$ cat src/rtl/lmtx_pkg.sv
package lmtx_pkg;
    localparam int unsigned BIT_TICKS = 21;
    localparam int unsigned DATA_GAP  = 70;
    localparam int unsigned ACK_GAP   = 758;

    // keystream steps that fit into a gap before the first slot
    function automatic int unsigned gap_steps(input int unsigned gap);
        return gap / BIT_TICKS - 1;
    endfunction

    localparam int unsigned DATA_STEPS = gap_steps(DATA_GAP);
    localparam int unsigned ACK_STEPS  = gap_steps(ACK_GAP);
    localparam int unsigned STEP_W     = $clog2(ACK_STEPS + 1);

    typedef enum logic [1:0] {
        ST_IDLE,
        ST_WAIT,
        ST_LOAD,
        ST_SLOT
    } tx_state_e;
endpackage

$ cat src/rtl/lmtx_deadline.sv
module lmtx_deadline #(
    parameter int TS_W = 16
) (
    input  logic [TS_W-1:0] now,
    input  logic [TS_W-1:0] deadline,
    output logic            reached
);
    logic [TS_W-1:0] diff;
    // wrap-safe: deadline is reached once the difference is non-negative
    always_comb begin
        diff    = now - deadline;
        reached = ~diff[TS_W-1];
    end
endmodule

$ cat src/rtl/lmtx_prefast.sv
module lmtx_prefast #(
    parameter int CNT_W = 6
) (
    input  logic             clk,
    input  logic             rst,
    input  logic             load,
    input  logic [CNT_W-1:0] load_val,
    output logic             active
);
    logic [CNT_W-1:0] cnt;

    assign active = (cnt != '0);

    always_ff @(posedge clk) begin
        if (rst)
            cnt <= '0;
        else if (load)
            cnt <= load_val;
        else if (active)
            cnt <= cnt - 1'b1;
    end
endmodule

$ cat src/rtl/lmtx_shifter.sv
module lmtx_shifter #(
    parameter int FRAME_W = 32,
    parameter int LEN_W   = 6
) (
    input  logic               clk,
    input  logic               rst,
    input  logic               load,
    input  logic [FRAME_W-1:0] frame_in,
    input  logic [LEN_W-1:0]   len_in,
    input  logic               step,
    output logic               cur_bit,
    output logic               last,
    output logic               empty
);
    logic [FRAME_W-1:0] sr;
    logic [LEN_W-1:0]   left;

    assign cur_bit = sr[0];
    assign last    = (left == LEN_W'(1));
    assign empty   = (left == '0);

    always_ff @(posedge clk) begin
        if (rst) begin
            sr   <= '0;
            left <= '0;
        end else if (load) begin
            sr   <= frame_in;
            left <= len_in;
        end else if (step && !empty) begin
            sr   <= {1'b0, sr[FRAME_W-1:1]};
            left <= left - 1'b1;
        end
    end
endmodule

$ cat src/rtl/lmtx_slot_tx.sv
module lmtx_slot_tx
    import lmtx_pkg::*;
#(
    parameter int TS_W    = 16,
    parameter int FRAME_W = 32,
    parameter int LEN_W   = $clog2(FRAME_W + 1)
) (
    input  logic               clk,
    input  logic               rst,
    input  logic [TS_W-1:0]    ts_now,
    input  logic               req_valid,
    input  logic [TS_W-1:0]    req_eof_ts,
    input  logic [FRAME_W-1:0] req_frame,
    input  logic [LEN_W-1:0]   req_len,
    input  logic               req_ack,
    input  logic               ks_bit,
    output logic               ks_adv,
    output logic               mod_en,
    output logic               busy,
    output logic               done
);
    localparam logic [TS_W-1:0]   DATA_GAP_TS = TS_W'(DATA_GAP);
    localparam logic [TS_W-1:0]   ACK_GAP_TS  = TS_W'(ACK_GAP);
    localparam logic [TS_W-1:0]   SLOT_TS     = TS_W'(BIT_TICKS);
    localparam logic [STEP_W-1:0] DATA_PF     = STEP_W'(DATA_STEPS);
    localparam logic [STEP_W-1:0] ACK_PF      = STEP_W'(ACK_STEPS);

    tx_state_e       state;
    logic [TS_W-1:0] slot_end;
    logic            ack_q;
    logic            mod_q;
    logic            done_q;

    logic accept, reached, pf_active, sh_bit, sh_last, sh_empty, slot_over;

    assign accept    = (state == ST_IDLE) && req_valid;
    assign slot_over = (state == ST_SLOT) && reached;

    lmtx_deadline #(.TS_W(TS_W)) u_dl (
        .now      (ts_now),
        .deadline (slot_end),
        .reached  (reached)
    );

    lmtx_prefast #(.CNT_W(STEP_W)) u_pf (
        .clk      (clk),
        .rst      (rst),
        .load     (accept),
        .load_val (req_ack ? ACK_PF : DATA_PF),
        .active   (pf_active)
    );

    lmtx_shifter #(.FRAME_W(FRAME_W), .LEN_W(LEN_W)) u_sh (
        .clk      (clk),
        .rst      (rst),
        .load     (accept),
        .frame_in (req_frame),
        .len_in   (req_ack ? LEN_W'(1) : req_len),
        .step     (slot_over),
        .cur_bit  (sh_bit),
        .last     (sh_last),
        .empty    (sh_empty)
    );

    // keystream steps: gap fast-forward, then one per finished slot
    assign ks_adv = ((state == ST_WAIT) && pf_active) || slot_over;
    assign mod_en = mod_q;
    assign busy   = (state != ST_IDLE);
    assign done   = done_q;

    always_ff @(posedge clk) begin
        if (rst) begin
            state    <= ST_IDLE;
            slot_end <= '0;
            ack_q    <= 1'b0;
            mod_q    <= 1'b0;
            done_q   <= 1'b0;
        end else begin
            done_q <= 1'b0;
            unique case (state)
                ST_IDLE: begin
                    if (req_valid) begin
                        ack_q    <= req_ack;
                        slot_end <= req_eof_ts + (req_ack ? ACK_GAP_TS : DATA_GAP_TS);
                        state    <= ST_WAIT;
                    end
                end
                ST_WAIT: begin
                    if (!pf_active && reached) begin
                        if (sh_empty) begin
                            done_q <= 1'b1;
                            state  <= ST_IDLE;
                        end else begin
                            state <= ST_LOAD;
                        end
                    end
                end
                ST_LOAD: begin
                    mod_q    <= ack_q ? 1'b1 : (sh_bit ^ ks_bit);
                    slot_end <= slot_end + SLOT_TS;
                    state    <= ST_SLOT;
                end
                ST_SLOT: begin
                    if (reached) begin
                        if (sh_last) begin
                            mod_q  <= 1'b0;
                            done_q <= 1'b1;
                            state  <= ST_IDLE;
                        end else begin
                            state <= ST_LOAD;
                        end
                    end
                end
                default: state <= ST_IDLE;
            endcase
        end
    end
endmodule

$ cat config.mk
export PLATFORM = sky130hd
export DESIGN_NAME = lmtx_slot_tx
export DESIGN_NICKNAME = d
export VERILOG_FILES = /design/src/rtl/lmtx_pkg.sv /design/src/rtl/lmtx_deadline.sv /design/src/rtl/lmtx_prefast.sv /design/src/rtl/lmtx_shifter.sv /design/src/rtl/lmtx_slot_tx.sv
export SDC_FILE = /design/constraint.sdc
export NUM_CORES = 1
export LEC_CHECK = 0
export ABC_AREA = 1
export BUFFER_PORTS_ARGS = -buffer_cell sky130_fd_sc_hd__buf_4
export CAP_MARGIN = 20
export CORE_MARGIN = 5
export CORE_UTILIZATION = 55
export DETAILED_ROUTE_END_ITERATION = 10
export PLACE_DENSITY = 0.88
export SLEW_MARGIN = 20
export SYNTH_ARGS = -nofsm -noshare
export SYNTH_HDL_FRONTEND = slang
export SYNTH_HIERARCHICAL = 1
export SYNTH_SLANG_ARGS = --single-unit
export TNS_END_PERCENT = 20
$ cat constraint.sdc
create_clock -name clk -period 2.6 [get_ports clk]
set_input_delay 0.26 -clock clk [delete_from_list [all_inputs] [get_ports clk]]
set_output_delay 0.26 -clock clk [all_outputs]
set_load 0.01 [all_outputs]
==> impl_metrics.ini <==
[yosys]
synth_seq_cells = 65
synth_top_area_share_pct = 26.3
ys_warn_count = 6
ys_top_cells_by_area = dfxtp_1, nand2_1, inv_1, mux2_2, ha_1
avgSynthCellArea_sq_um = 6.80
syn_inst = 726
synth_top_area_cell = dfxtp_1
ys_async_sr_fraction_pct = 0
synth_edf_count = 0
synth_ff_type = dfxtp_1
synth_area_sq_um = 4940
seq_area_frac_synth_pct = 26.3
synth.distinct_cells = 43

[clock_network]
postCtsSetupBuffers = 0
clkTransAtPathRegs_ns = 0.08
clock_sinks = 65
clockBufferDepth = 2
cts_tree = done
cts-htree-levels = 3
cts_inserted_buffers = 9
clkLatencyLatePin_ns = 0.35
root_buffer = clkbuf_8

[detailed_routing]
wirelength_um = 12400
route.met2.wl_um = 5960
via_per_inst = 5.34
wl_met3_um = 845
dr.max_layer_used = met4
drc = 0
wl_per_cell_um = 13.5
met1Wirelength_um = 5240
first_pass_iters = 5
dr.first_iter.drc_count = 369
num_vias = 4899
ant_nets = 0

[power]
power.leakage_nw = 2.80
power_density_nw_per_um2 = 649
vdd_drop_max_uv = 495

[min_path]
hold_path_class = input pin to flop

[global_routing]
antenna_found_initial = 0
grt_max_degree = 44
grt_overflow = 0
grt_pass1_vias = 4841
grt_usage_pct = 22.7
grt_pass1_wl_um = 21300

[floorplan]
coreArea_sq_um = 8720
io_pins = 79
die_w_um = 105
die_h_um = 105
fp.dieArea_sq_um = 11000
num_rows = 34
initial_core_util_pct = 56.6

[cells_and_area]
fin_nets = 904
diodes = 0
post-route-util_pct = 66.3
final_cell_mix = nand2_1, inv_1, buf_4
final_layout_size_suffix_gt1_share_pct = 26.8
design_area_sq_um = 5780
nFillCells = 712
final_common_cell = nand2_1
areaGrowthSynthToFinish_pct = 17.1

[timing]
skew_ns = 0.0109
tns_ns = 0
relSlewSlack_pct = 62.4
period_minus_slack_ns = 2.47
max_freq_ghz = 0.404
worst_slew_pin_slew_ns = 0.563
finalHoldViolations = 0
setup_viol = 0
slew_viol_final = 0
finalCritPeriodShare_pct = 95.1
rsz0062_at_grt = no

[critical_path]
required_ns = 2.34
end_kind = output port
critPathMaxStageDelay_ns = 0.46
crit_top_cell = nand2_1
slowest_stage = dfxtp_1
path_cells = inv_1 > ha_1 > nand2_1 > inv_1 > nand2_1 > nand2_1 > a21oi_1 > nand3_1 > nand2_1 > inv_1 > o21ai_1 > buf_4
path_class = flop to output port
startpoint_type = flop
cp_max_fo = 6
critical_path_arrival_ns = 2.21

[place]
gp_congestion = 0.871
placement.cell_area_sq_um = 5580
io_buffers = 78
dp_hpwl_um = 9240

[status]
status = finished clean

[run]
drv_cap = 0
==> metrics by stage <==
step	worst slack (ns)	cells	power [mW]	hold slack, ns
after detailed placement	0.0705	901	2.87	0.453
after CTS	0.0595	917	3.74	0.176
after floorplan	0.321	728	2.51	0.322
after global placement	0.158	901	2.79	0.445
final	0.127	917	3.75	0.184
after global routing	0.00177	917	4.03	0.174
==> path summary, 6_finish.rpt <==
kind	start	endpoint	slack (ns)	cells after the start
worst max-delay path	slot_end[10]	ks_adv	0.13	12
worst min-delay path	req_frame[31]	u_sh/sr[31]	0.18	3
worst max register to register	slot_end[10]	u_sh/sr[2]	0.19	16
worst min register to register	u_sh/sr[26]	u_sh/sr[26]	0.47	2
==> worst max-delay path, delay by kind of cell (launching register included) <==
family          cells  cell delay [ns]
simple gates        5             0.40
flops               1             0.46
compound gates      2             0.35
buf+inv             4             0.37
fa+ha+maj           1             0.29
==> synthesized netlist by cell type, types with 2 or more instances <==
master,instances
clkbuf_1,5
nor2_1,48
nand2_2,24
or2_2,2
inv_1,96
a31oi_1,4
nor3_1,2
buf_12,2
o21ai_0,19
o211ai_1,4
buf_4,2
a21oi_1,38
nand2_4,3
nand4_1,8
nand2_1,214
xor2_1,5
o21bai_1,2
o21ai_1,3
inv_4,2
mux2_2,31
xnor2_1,2
nor2_4,6
nand3b_1,3
dfxtp_1,65
buf_2,6
buf_6,4
a21oi_2,28
nor2_2,6
ha_1,25
o21a_1,2
nand3_1,46
inv_2,7
conb_1,2
==> per-layer routing <==
layer / up-vias / track usage, %
li1: 2467 / -
met1: 2221 / 28.0
met2: 178 / 38.5
met3: 33 / 5.61
met4: 0 / 7.49
met5: - / 0
==> report_power, final <==
group | switching [mW] | total (mW) | internal [mW]
Combinational | 0.932 | 1.57 | 0.642
Sequential | 0.170 | 1.32 | 1.15
Clock | 0.416 | 0.862 | 0.446
==> sequential cells by signal (all words and copies together), names as in the netlist <==
signal / count
ack_q: 1
done: 1
mod_en: 1
slot_end: 16
state: 2
u_pf/cnt: 6
u_sh/left: 6
u_sh/sr: 32
==> what timing repair did <==
| action | 4_1_cts | 5_1_grt |
|---|---|---|
| hold buffers | 0 | 0 |
| endpoints found under the setup margin | 0 | 37 |
| resized for setup | 0 | 5 |
==> cell families (layout without fill, tap and decap cells) <==
kind of cell	Yosys count	in the layout	share of synthesized area, %
xor gates and xnor gates	8	8	1.80
adders and majority gates	25	25	6.33
and+or+nand+nor	366	366	33.5
buffers and inverters	126	207	11.6
other	2	4	0.152
muxes	31	31	7.07
AOI/OAI and AO/OA	103	103	13.3
DFF	65	65	26.3
==> layout make-up <==
type	instances	area, sq um	share of cell area, %
well taps	108	135	2.34
multi-input cells	537	3080	53.2
repair buffers	85	663	11.5
clock buffers	10	128	2.21
clock inverters	6	67.6	1.17
inverters	106	410	7.10
flip-flops and latches	65	1300	22.5
No activity file was read; power rests on OpenSTA's default activity.
